==> src/rtl/ext_irq_pkg.sv <==
package ext_irq_pkg;

  localparam int unsigned CFG_WW   = 6;
  localparam int unsigned DLY_NEED = 2;

  localparam logic [2:0] TRIG_RISE = 3'd0;
  localparam logic [2:0] TRIG_FALL = 3'd1;
  localparam logic [2:0] TRIG_BOTH = 3'd2;
  localparam logic [2:0] TRIG_LOW  = 3'd3;
  localparam logic [2:0] TRIG_HIGH = 3'd4;

  localparam int unsigned ADR_MASK = 0;
  localparam int unsigned ADR_PEND = 1;
  localparam int unsigned ADR_CFG0 = 2;

  // Length of the current run of equal samples, minus one, saturating at cap.
  function automatic int unsigned run_step(logic same, int unsigned run, int unsigned cap);
    if (!same) return 0;
    if (run >= cap) return cap;
    return run + 1;
  endfunction

  // Trigger decision from the filtered level now and one cycle earlier.
  function automatic logic trig_hit(logic [2:0] mode, logic cur, logic prev);
    case (mode)
      TRIG_RISE: return cur & ~prev;
      TRIG_FALL: return ~cur & prev;
      TRIG_BOTH: return cur ^ prev;
      TRIG_LOW:  return ~cur;
      TRIG_HIGH: return cur;
      default:   return 1'b0;
    endcase
  endfunction

endpackage

==> src/rtl/eirq_sync.sv <==
module eirq_sync #(
  parameter int STAGES = 2
) (
  input  logic clk,
  input  logic rst_n,
  input  logic d_i,
  output logic q_o
);
  logic [STAGES-1:0] chain_q;

  always_ff @(posedge clk or negedge rst_n) begin
    if (!rst_n) chain_q <= '0;
    else        chain_q <= {chain_q[STAGES-2:0], d_i};
  end

  assign q_o = chain_q[STAGES-1];
endmodule

==> src/rtl/eirq_filter.sv <==
module eirq_filter
  import ext_irq_pkg::*;
#(
  parameter int WW = 6
) (
  input  logic          clk,
  input  logic          rst_n,
  input  logic          d_i,
  input  logic          en_i,
  input  logic          sel_i,
  input  logic [WW-1:0] wid_i,
  output logic          q_o
);
  localparam int unsigned RUN_CAP = (1 << WW) - 1;

  logic          last_q;
  logic [WW-1:0] run_q;
  logic [WW-1:0] run_d;
  logic [WW-1:0] need;
  logic          take;
  logic          out_q;

  always_comb begin
    run_d = WW'(run_step(d_i == last_q, int'(run_q), RUN_CAP));
    need  = sel_i ? wid_i : WW'(DLY_NEED);
    take  = !en_i || (run_d >= need);
  end

  always_ff @(posedge clk or negedge rst_n) begin
    if (!rst_n) begin
      last_q <= 1'b0;
      run_q  <= '0;
      out_q  <= 1'b0;
    end else begin
      last_q <= d_i;
      run_q  <= run_d;
      if (take) out_q <= d_i;
    end
  end

  assign q_o = out_q;
endmodule

==> src/rtl/eirq_detect.sv <==
module eirq_detect
  import ext_irq_pkg::*;
(
  input  logic       clk,
  input  logic       rst_n,
  input  logic       lvl_i,
  input  logic [2:0] mode_i,
  output logic       hit_o
);
  logic prev_q;

  always_ff @(posedge clk or negedge rst_n) begin
    if (!rst_n) prev_q <= 1'b0;
    else        prev_q <= lvl_i;
  end

  assign hit_o = trig_hit(mode_i, lvl_i, prev_q);
endmodule

==> src/rtl/ext_irq_bank.sv <==
module ext_irq_bank
  import ext_irq_pkg::*;
#(
  parameter  int NPIN = 8,
  parameter  int WW   = CFG_WW,
  localparam int CW   = 5 + WW,
  localparam int DW   = (NPIN > CW) ? NPIN : CW,
  localparam int AW   = $clog2(NPIN + 2)
) (
  input  logic            clk,
  input  logic            rst_n,
  input  logic [NPIN-1:0] pin_i,
  input  logic            wr_en,
  input  logic [AW-1:0]   wr_addr,
  input  logic [DW-1:0]   wr_data,
  input  logic [AW-1:0]   rd_addr,
  output logic [DW-1:0]   rd_data,
  output logic            irq_o
);
  logic [NPIN-1:0]   mask_q;
  logic [NPIN-1:0]   pend_q;
  logic [NPIN-1:0]   hit_vec;
  logic [NPIN-1:0]   clr_vec;
  logic [NPIN-1:0]   sync_vec;
  logic [NPIN-1:0]   filt_vec;
  logic [2:0]        mode_q [NPIN];
  logic [NPIN-1:0]   fen_q;
  logic [NPIN-1:0]   fsel_q;
  logic [WW-1:0]     wid_q  [NPIN];

  assign clr_vec = (wr_en && wr_addr == AW'(ADR_PEND)) ? wr_data[NPIN-1:0] : '0;

  always_ff @(posedge clk or negedge rst_n) begin
    if (!rst_n) begin
      mask_q <= '1;
      pend_q <= '0;
      fen_q  <= '0;
      fsel_q <= '0;
      for (int i = 0; i < NPIN; i++) begin
        mode_q[i] <= '0;
        wid_q[i]  <= '0;
      end
    end else begin
      pend_q <= (pend_q & ~clr_vec) | hit_vec;
      if (wr_en && wr_addr == AW'(ADR_MASK)) mask_q <= wr_data[NPIN-1:0];
      for (int i = 0; i < NPIN; i++) begin
        if (wr_en && wr_addr == AW'(ADR_CFG0 + i)) begin
          mode_q[i] <= wr_data[2:0];
          fen_q[i]  <= wr_data[3];
          fsel_q[i] <= wr_data[4];
          wid_q[i]  <= wr_data[CW-1:5];
        end
      end
    end
  end

  for (genvar g = 0; g < NPIN; g++) begin : g_pin
    eirq_sync #(.STAGES(2)) u_sync (
      .clk(clk), .rst_n(rst_n), .d_i(pin_i[g]), .q_o(sync_vec[g])
    );
    eirq_filter #(.WW(WW)) u_filt (
      .clk(clk), .rst_n(rst_n), .d_i(sync_vec[g]), .en_i(fen_q[g]),
      .sel_i(fsel_q[g]), .wid_i(wid_q[g]), .q_o(filt_vec[g])
    );
    eirq_detect u_det (
      .clk(clk), .rst_n(rst_n), .lvl_i(filt_vec[g]), .mode_i(mode_q[g]),
      .hit_o(hit_vec[g])
    );
  end

  always_comb begin
    rd_data = '0;
    if (rd_addr == AW'(ADR_MASK)) rd_data = DW'(mask_q);
    if (rd_addr == AW'(ADR_PEND)) rd_data = DW'(pend_q);
    for (int i = 0; i < NPIN; i++) begin
      if (rd_addr == AW'(ADR_CFG0 + i))
        rd_data = DW'({wid_q[i], fsel_q[i], fen_q[i], mode_q[i]});
    end
  end

  assign irq_o = |(pend_q & ~mask_q);
endmodule

==> config.mk <==
export PLATFORM = sky130hd
export DESIGN_NAME = ext_irq_bank
export DESIGN_NICKNAME = d
export VERILOG_FILES = /design/src/rtl/ext_irq_pkg.sv /design/src/rtl/eirq_sync.sv /design/src/rtl/eirq_filter.sv /design/src/rtl/eirq_detect.sv /design/src/rtl/ext_irq_bank.sv
export SDC_FILE = /design/constraint.sdc
export NUM_CORES = 1
export LEC_CHECK = 0
export BUFFER_PORTS_ARGS = -buffer_cell sky130_fd_sc_hd__clkbuf_2
export CAP_MARGIN = 20
export CORE_UTILIZATION = 25
export DETAILED_ROUTE_END_ITERATION = 7
export HOLD_SLACK_MARGIN = 0.15
export PLACE_DENSITY = 0.5
export REMOVE_ABC_BUFFERS = 1
export SYNTH_ARGS = -nofsm -noshare
export SYNTH_HDL_FRONTEND = slang
export SYNTH_SLANG_ARGS = --single-unit
export TNS_END_PERCENT = 20
==> constraint.sdc <==
create_clock -name clk -period 4.8 [get_ports clk]
set_clock_uncertainty 0.1 [all_clocks]
set_input_delay 0.96 -clock clk [delete_from_list [all_inputs] [get_ports clk]]
set_output_delay 0.96 -clock clk [all_outputs]
set_load 0.05 [all_outputs]
Word level (Yosys, flattened, before mapping)
Cells that the tools add are included.

operators by class
  reductions and logical operators = 37
  muxes and demuxes = 67
  magnitude comparators = 16
  add/sub/neg operators = 8
  bitwise gates (word level) = 45
  eq/ne operators = 58

operators with widths
  kind                                                                   number
  6-bit 2-to-1 mux                                                       32
  11-bit 2-to-1 mux                                                      9
  6-bit by 1-bit adder with 6-bit output, second input constant          8
  3-bit by 2-bit equality test with 1-bit output, second input constant  16
  6-bit >= comparator                                                    8
  6-bit >= comparator, second input constant                             8
  1-bit one-hot mux with 5 select lines                                  8
  4-bit by 3-bit equality test with 1-bit output, second input constant  8
  3-bit by 1-bit equality test with 1-bit output, second input constant  8
  3-bit equality test, second input constant                             8
  3-bit zero test                                                        8
  1-bit AND                                                              16
  8-bit AND                                                              2
  4-bit by 2-bit equality test with 1-bit output, second input constant  4
  4-bit equality test, second input constant                             4
  1-bit 2-to-1 mux                                                       16
  8-bit 2-to-1 mux                                                       2
  1-bit inverter                                                         16
  8-bit inverter                                                         2
  1-bit logical AND                                                      10
  1-bit equality test                                                    8
  4-bit by 1-bit equality test with 1-bit output, second input constant  2
  1-bit zero test                                                        8
  4-bit zero test                                                        2
  other kinds (4)                                                        18

word-level totals
  bits of input ports = 30
  logic and storage cells = 305
  register bits after elaboration = 192

Longest topological paths before layout
  depth after elaboration = 11
  mapped depth = 10
  depth with buffers taken out = 10

Cells and area by module
From an unflattened synthesis, not the netlist that was laid out.

second synthesis, totals
  cell total of the unflattened synthesis = 927
  area, all modules = 10248.6 um^2

by module, submodules not included
  module        seq. area each (um^2)  cells each  instances  area each (um^2)
  ext_irq_bank  2612.5                 415         1          5063.6
  eirq_filter   200.2                  52          8          498.0
  eirq_detect   25.0                   10          8          100.1
  eirq_sync     50.0                   2           8          50.0

Worst setup path before layout
OpenSTA, ideal clock, no wires.

  kind = input -> output
  start point = input rd_addr[2]
  end point = output rd_data[1]
  arrival time = 2872 ps
  path buffers = 2
  stages on the path = 6
  required time = 3740 ps
  slack = 868 ps
  cell sequence = buf_2 buf_2 and4b_1 a31oi_1 o221ai_1 o21ai_0

on the way
  cells in the longest elaborated chain, start to end = 11
  elaborated cells between the ends (all ways) = 20

RTL lines
  element                          RTL line            source
  start, declared                  ext_irq_bank.sv:16  input logic [AW-1:0] rd_addr,
  4-bit zero test                  ext_irq_bank.sv:73  if (rd_addr == AW'(ADR_MASK)) rd_data = DW'(mask_q);
  8-bit 2-to-1 mux                 ext_irq_bank.sv:73
  11-bit 2-to-1 mux                ext_irq_bank.sv:74  if (rd_addr == AW'(ADR_PEND)) rd_data = DW'(pend_q);
  11-bit 2-to-1 mux (7 in series)  ext_irq_bank.sv:76  if (rd_addr == AW'(ADR_CFG0 + i))
  11-bit 2-to-1 mux *              ext_irq_bank.sv:76
  end, declared                    ext_irq_bank.sv:17  output logic [DW-1:0] rd_data,

Every way passes the cells marked *; elsewhere a longest branch is shown, timed or not.

Worst setup path after layout
  start point = input rd_addr[1]
  end point = output rd_data[3]

Same word-level chain as after synthesis.

==> results by stage <==
Placed design:
- During placement, the flow inserted port buffers numbering 41.
- The HPWL after detailed placement is 20080 um.
- The pre-CTS setup slack is 0.6422 ns.
- The final weighted congestion of routability-driven global placement is 0.8642.

Floorplanning:
- The number of core rows is 74.
- The die is 206.5 um tall.
- The total I/O pin count is 42.
- The die covers 42640 sq um.
- For this configuration, the core starts out at a cell density of 0.2549.
- In this run the horizontal extent of the chip is 206.5 um.
- The core area is 41020 sq um.

Pwr:
- The worst IR drop on VDD is 0.0001590 V.
- The analysis attributes to cell leakage a power of 5.279 nW.
- In this run the power density over the cells is 410.2 nW/um^2.

Clocking:
- The number of buffers inserted for hold repair after clock tree synthesis is 0.
- TritonCTS built the clock tree.
- The longest clock path from root to sink contains 2 buffers.
- CTS placed an instance of clkbuf_16 at the clock tree root.
- The number of buffers created by CTS is 17.
- The later pin in the worst-skew pair is clocked with a latency of 0.45 ns.
- The CTS sink count is 192.
- The number of gates resized after CTS was 0.
- The clock-pin slew on the worst setup and hold paths is 0.07 ns.
- The number of setup buffers added after CTS is 0.
- The depth of the CTS H-tree is 4.

Detailed routing:
- The wire length on met2 is 12860 um.
- The highest layer used for signal routing is met5.
- The routed layout has 7253 vias.
- The number of vias per cell is 4.744.
- Dividing the detail-routed wire length by the instance count gives 17.78 um.
- For this block, wires on met1 add up to 13030 um.
- Summed over all nets, wire length on met3 after detailed routing comes to 974 um.
- In the routed design, unresolved DRC markers number 2.
- The count of antenna-violating nets left after detailed routing is 0.
- After the first detailed-routing iteration, the DRC count stood at 480.
- The routed wire length is 27180 um.
- The pre-antenna-repair detailed-routing pass consisted of 7 iterations.

STA:
- Setup repair after global routing left no endpoint under its margin.
- Counting I/O delays and the setup requirement, the final critical path takes 4.109 ns.
- The worst path setup slack after routing is 0.6915 ns.
- After routing, the total negative slack on setup checks comes to 0 ns.
- The total count of max-transition violations in the final report came to 0.
- The total count of hold-check failures in the final report is 0.
- The worst pin sits at a relative slew slack of 0.2893.
- The fmax is 243.4 MHz.
- At the pin with the least slew margin, the transition time is 1.061 ns.
- Setup violations remaining at the end of the flow were counted as 0.
- The fraction of the cycle the final worst path needs is 0.8559.

Final layout:
- In the layout the commonest cells are 184 x dfrtp_1, 103 x mux2_2, 82 x nand2_1, 72 x ha_1, 53 x inv_1.
- At the end of the flow, the number of nets in the layout was 1084.
- The area growth from synthesis to layout is 13.20%.
- The library cell used most frequently in the layout, excluding fill and tap cells, is dfrtp_1.
- The number of fill cells is 4212.
- Of the cells placed in the final design, the portion with a size suffix greater than 1 is 0.2201.

Synthesis:
- In the synthesized netlist the dominant register cell turns out to be dfrtp_1.
- Counting flops with a built-in enable in the synthesized netlist gives 0.
- Summing every instance area after synthesis gives 10450 sq um.
- After synthesis, the netlist uses 52 different library cells.
- In the synthesized netlist the async set-or-reset flop fraction comes to 1.000.
- For this run, the number of Yosys warnings is 0.
- Of the synthesized area, sequential elements account for 0.4606.
- Dividing the synthesized area by the synthesized cell count gives 11.05 sq um.
- In the synthesized netlist, the number of instances is 946.
- The number of synthesized register bits is 192.

GRT:
- Entering global routing, the biggest net connects 115 pins.
- The via count of the first global-routing pass is 7509.
- The global-route wire length before repair is 43250 um.
- The leftover overflow at the end of global routing is 0.
- The number of antenna violations at the first check in global routing came to 5.
- The overall track demand over capacity in global routing is 0.1355.

Setup path:
- The number of cells on the worst reg-to-reg path is 9.
- The critical path class is in2out.
- The required time of the critical path is 3.74 ns.
- The startpoint class of the critical path is an input pin.
- The type of element capturing the critical path is an output port.
- The worst path arrival time is 3.05 ns.
- The maximum net fanout on the critical path is 23.

Hold path:
- The class of the most critical hold timing path is reg2reg.
- The worst hold path was traced through 0 stages.

Flow run:
- Across the run, the number of max-cap violations was 0.

Run status:
- The flow ran to the end, but the final reports show violations.
- The final reports fail on design-rule violations.
[through the flow]
stage | area [sq um] | cells | hold WS, ns | util | power [mW]
floorplan | 10280 | 912 | 0.2312 | - | 3.045
global placement | 11230 | 1492 | 0.2354 | 0.2738 | 3.455
detailed placement | 11240 | 1493 | 0.2347 | 0.2740 | 3.491
CTS | 11810 | 1525 | 0.2522 | 0.2879 | 4.929
global route | 11830 | 1529 | 0.2525 | 0.2885 | 5.190
finish | 11830 | 1529 | 0.2494 | 0.2885 | 4.854
[critical path: stages]
cell	delay, ns
clkbuf_2	0.43
nand2b_1	0.30
o32a_1	0.35
a221o_1	0.36
a31oi_1	0.30
clkbuf_2	0.34
[cells in the mapped netlist (5+ instances only)]
| cell | number | area (sq um) |
|---|---|---|
| dfstp_2 | 8 | 210.2 |
| xor2_1 | 12 | 105.1 |
| buf_4 | 5 | 37.54 |
| nand3b_1 | 10 | 75.07 |
| ha_1 | 72 | 900.9 |
| and2_1 | 10 | 62.56 |
| buf_2 | 15 | 75.07 |
| mux4_2 | 12 | 270.3 |
| and4_1 | 8 | 70.07 |
| o22ai_1 | 15 | 93.84 |
| a21o_1 | 14 | 105.1 |
| mux2_2 | 103 | 1160 |
| nor2b_1 | 22 | 137.6 |
| mux2i_1 | 22 | 220.2 |
| nand4_1 | 5 | 31.28 |
| nand4b_1 | 10 | 87.58 |
| a21oi_1 | 36 | 180.2 |
| dfrtp_1 | 184 | 4604 |
| xnor2_1 | 9 | 78.83 |
| a32oi_1 | 5 | 43.79 |
| o21ai_0 | 18 | 90.09 |
| or2_2 | 10 | 62.56 |
| clkbuf_1 | 13 | 48.80 |
| nand3_1 | 36 | 180.2 |
| nor3_1 | 8 | 40.04 |
| a31oi_1 | 15 | 93.84 |
| nor3b_1 | 5 | 37.54 |
| a311oi_1 | 5 | 43.79 |
| and3_1 | 14 | 87.58 |
| nor2_1 | 42 | 157.7 |
| a311o_1 | 7 | 70.07 |
| nand2_1 | 82 | 307.8 |
| nand2b_1 | 18 | 112.6 |
| a211o_1 | 10 | 87.58 |
| inv_1 | 53 | 198.9 |
[layout make-up]
type	count	area (sq um)	share of cell area
antenna	2	5.005	0.0004229
clock inverter	13	126.4	0.01068
timing repair buffer	51	307.8	0.02601
sequential	192	4815	0.4069
clock buffer	19	442.9	0.03743
inverter	53	198.9	0.01681
multi-input combinational	667	5273	0.4456
tap	532	665.6	0.05625
[flip-flops by register name, indices dropped and copies added (netlist names)]
| signal | flops |
|---|---|
| g_pin.u_filt.last_q | 8 |
| wid_q | 48 |
| mask_q | 8 |
| mode_q | 24 |
| fsel_q | 8 |
| g_pin.u_filt.run_q | 48 |
| g_pin.u_sync.chain_q | 16 |
| g_pin.u_det.prev_q | 8 |
| pend_q | 8 |
| fen_q | 8 |
| g_pin.u_filt.q_o | 8 |
[cell families (layout without fill, tap and decap cells)]
family / after synthesis / in the layout / synth area share
buffers and inverters: 87 / 136 / 0.03555
adder cells (fa/ha/maj): 72 / 72 / 0.08618
AO/OA/AOI/OAI: 143 / 143 / 0.09192
XOR/XNOR: 21 / 21 / 0.01759
other: 0 / 2 / 0
AND/OR/NAND/NOR: 294 / 294 / 0.1503
multiplexers: 137 / 137 / 0.1579
flip-flops: 192 / 192 / 0.4606
[report_power, final]
part,leakage [nW],internal (mW),switching [mW]
Clock,0.273,0.739,0.664
Sequential,2.35,1.93,0.355
Combinational,2.66,0.604,0.566
[per-layer routing]
metal  vias up  track usage
li1       3501            -
met5         -            0
met2        90       0.2164
met1      3634       0.1839
met4         6      0.03913
met3        22      0.02744
[path summary, 6_finish.rpt]
| path | startpoint | endpoint | slack (ns) |
|---|---|---|---|
| max | rd_addr[1] | rd_data[3] | 0.69 |
| min | g_pin[7].u_sync.chain_q[0] | g_pin[7].u_sync.chain_q[1] | 0.25 |
| max reg2reg | g_pin[5].u_filt.run_q[0] | g_pin[5].u_filt.q_o | 1.95 |
| min reg2reg | g_pin[7].u_sync.chain_q[0] | g_pin[7].u_sync.chain_q[1] | 0.25 |
| max in group asynchronous | rst_n | g_pin[5].u_sync.chain_q[0] | 3.11 |
| min in group asynchronous | rst_n | g_pin[1].u_sync.chain_q[0] | 0.55 |
Note: power is estimated with default switching activity, not from simulation.
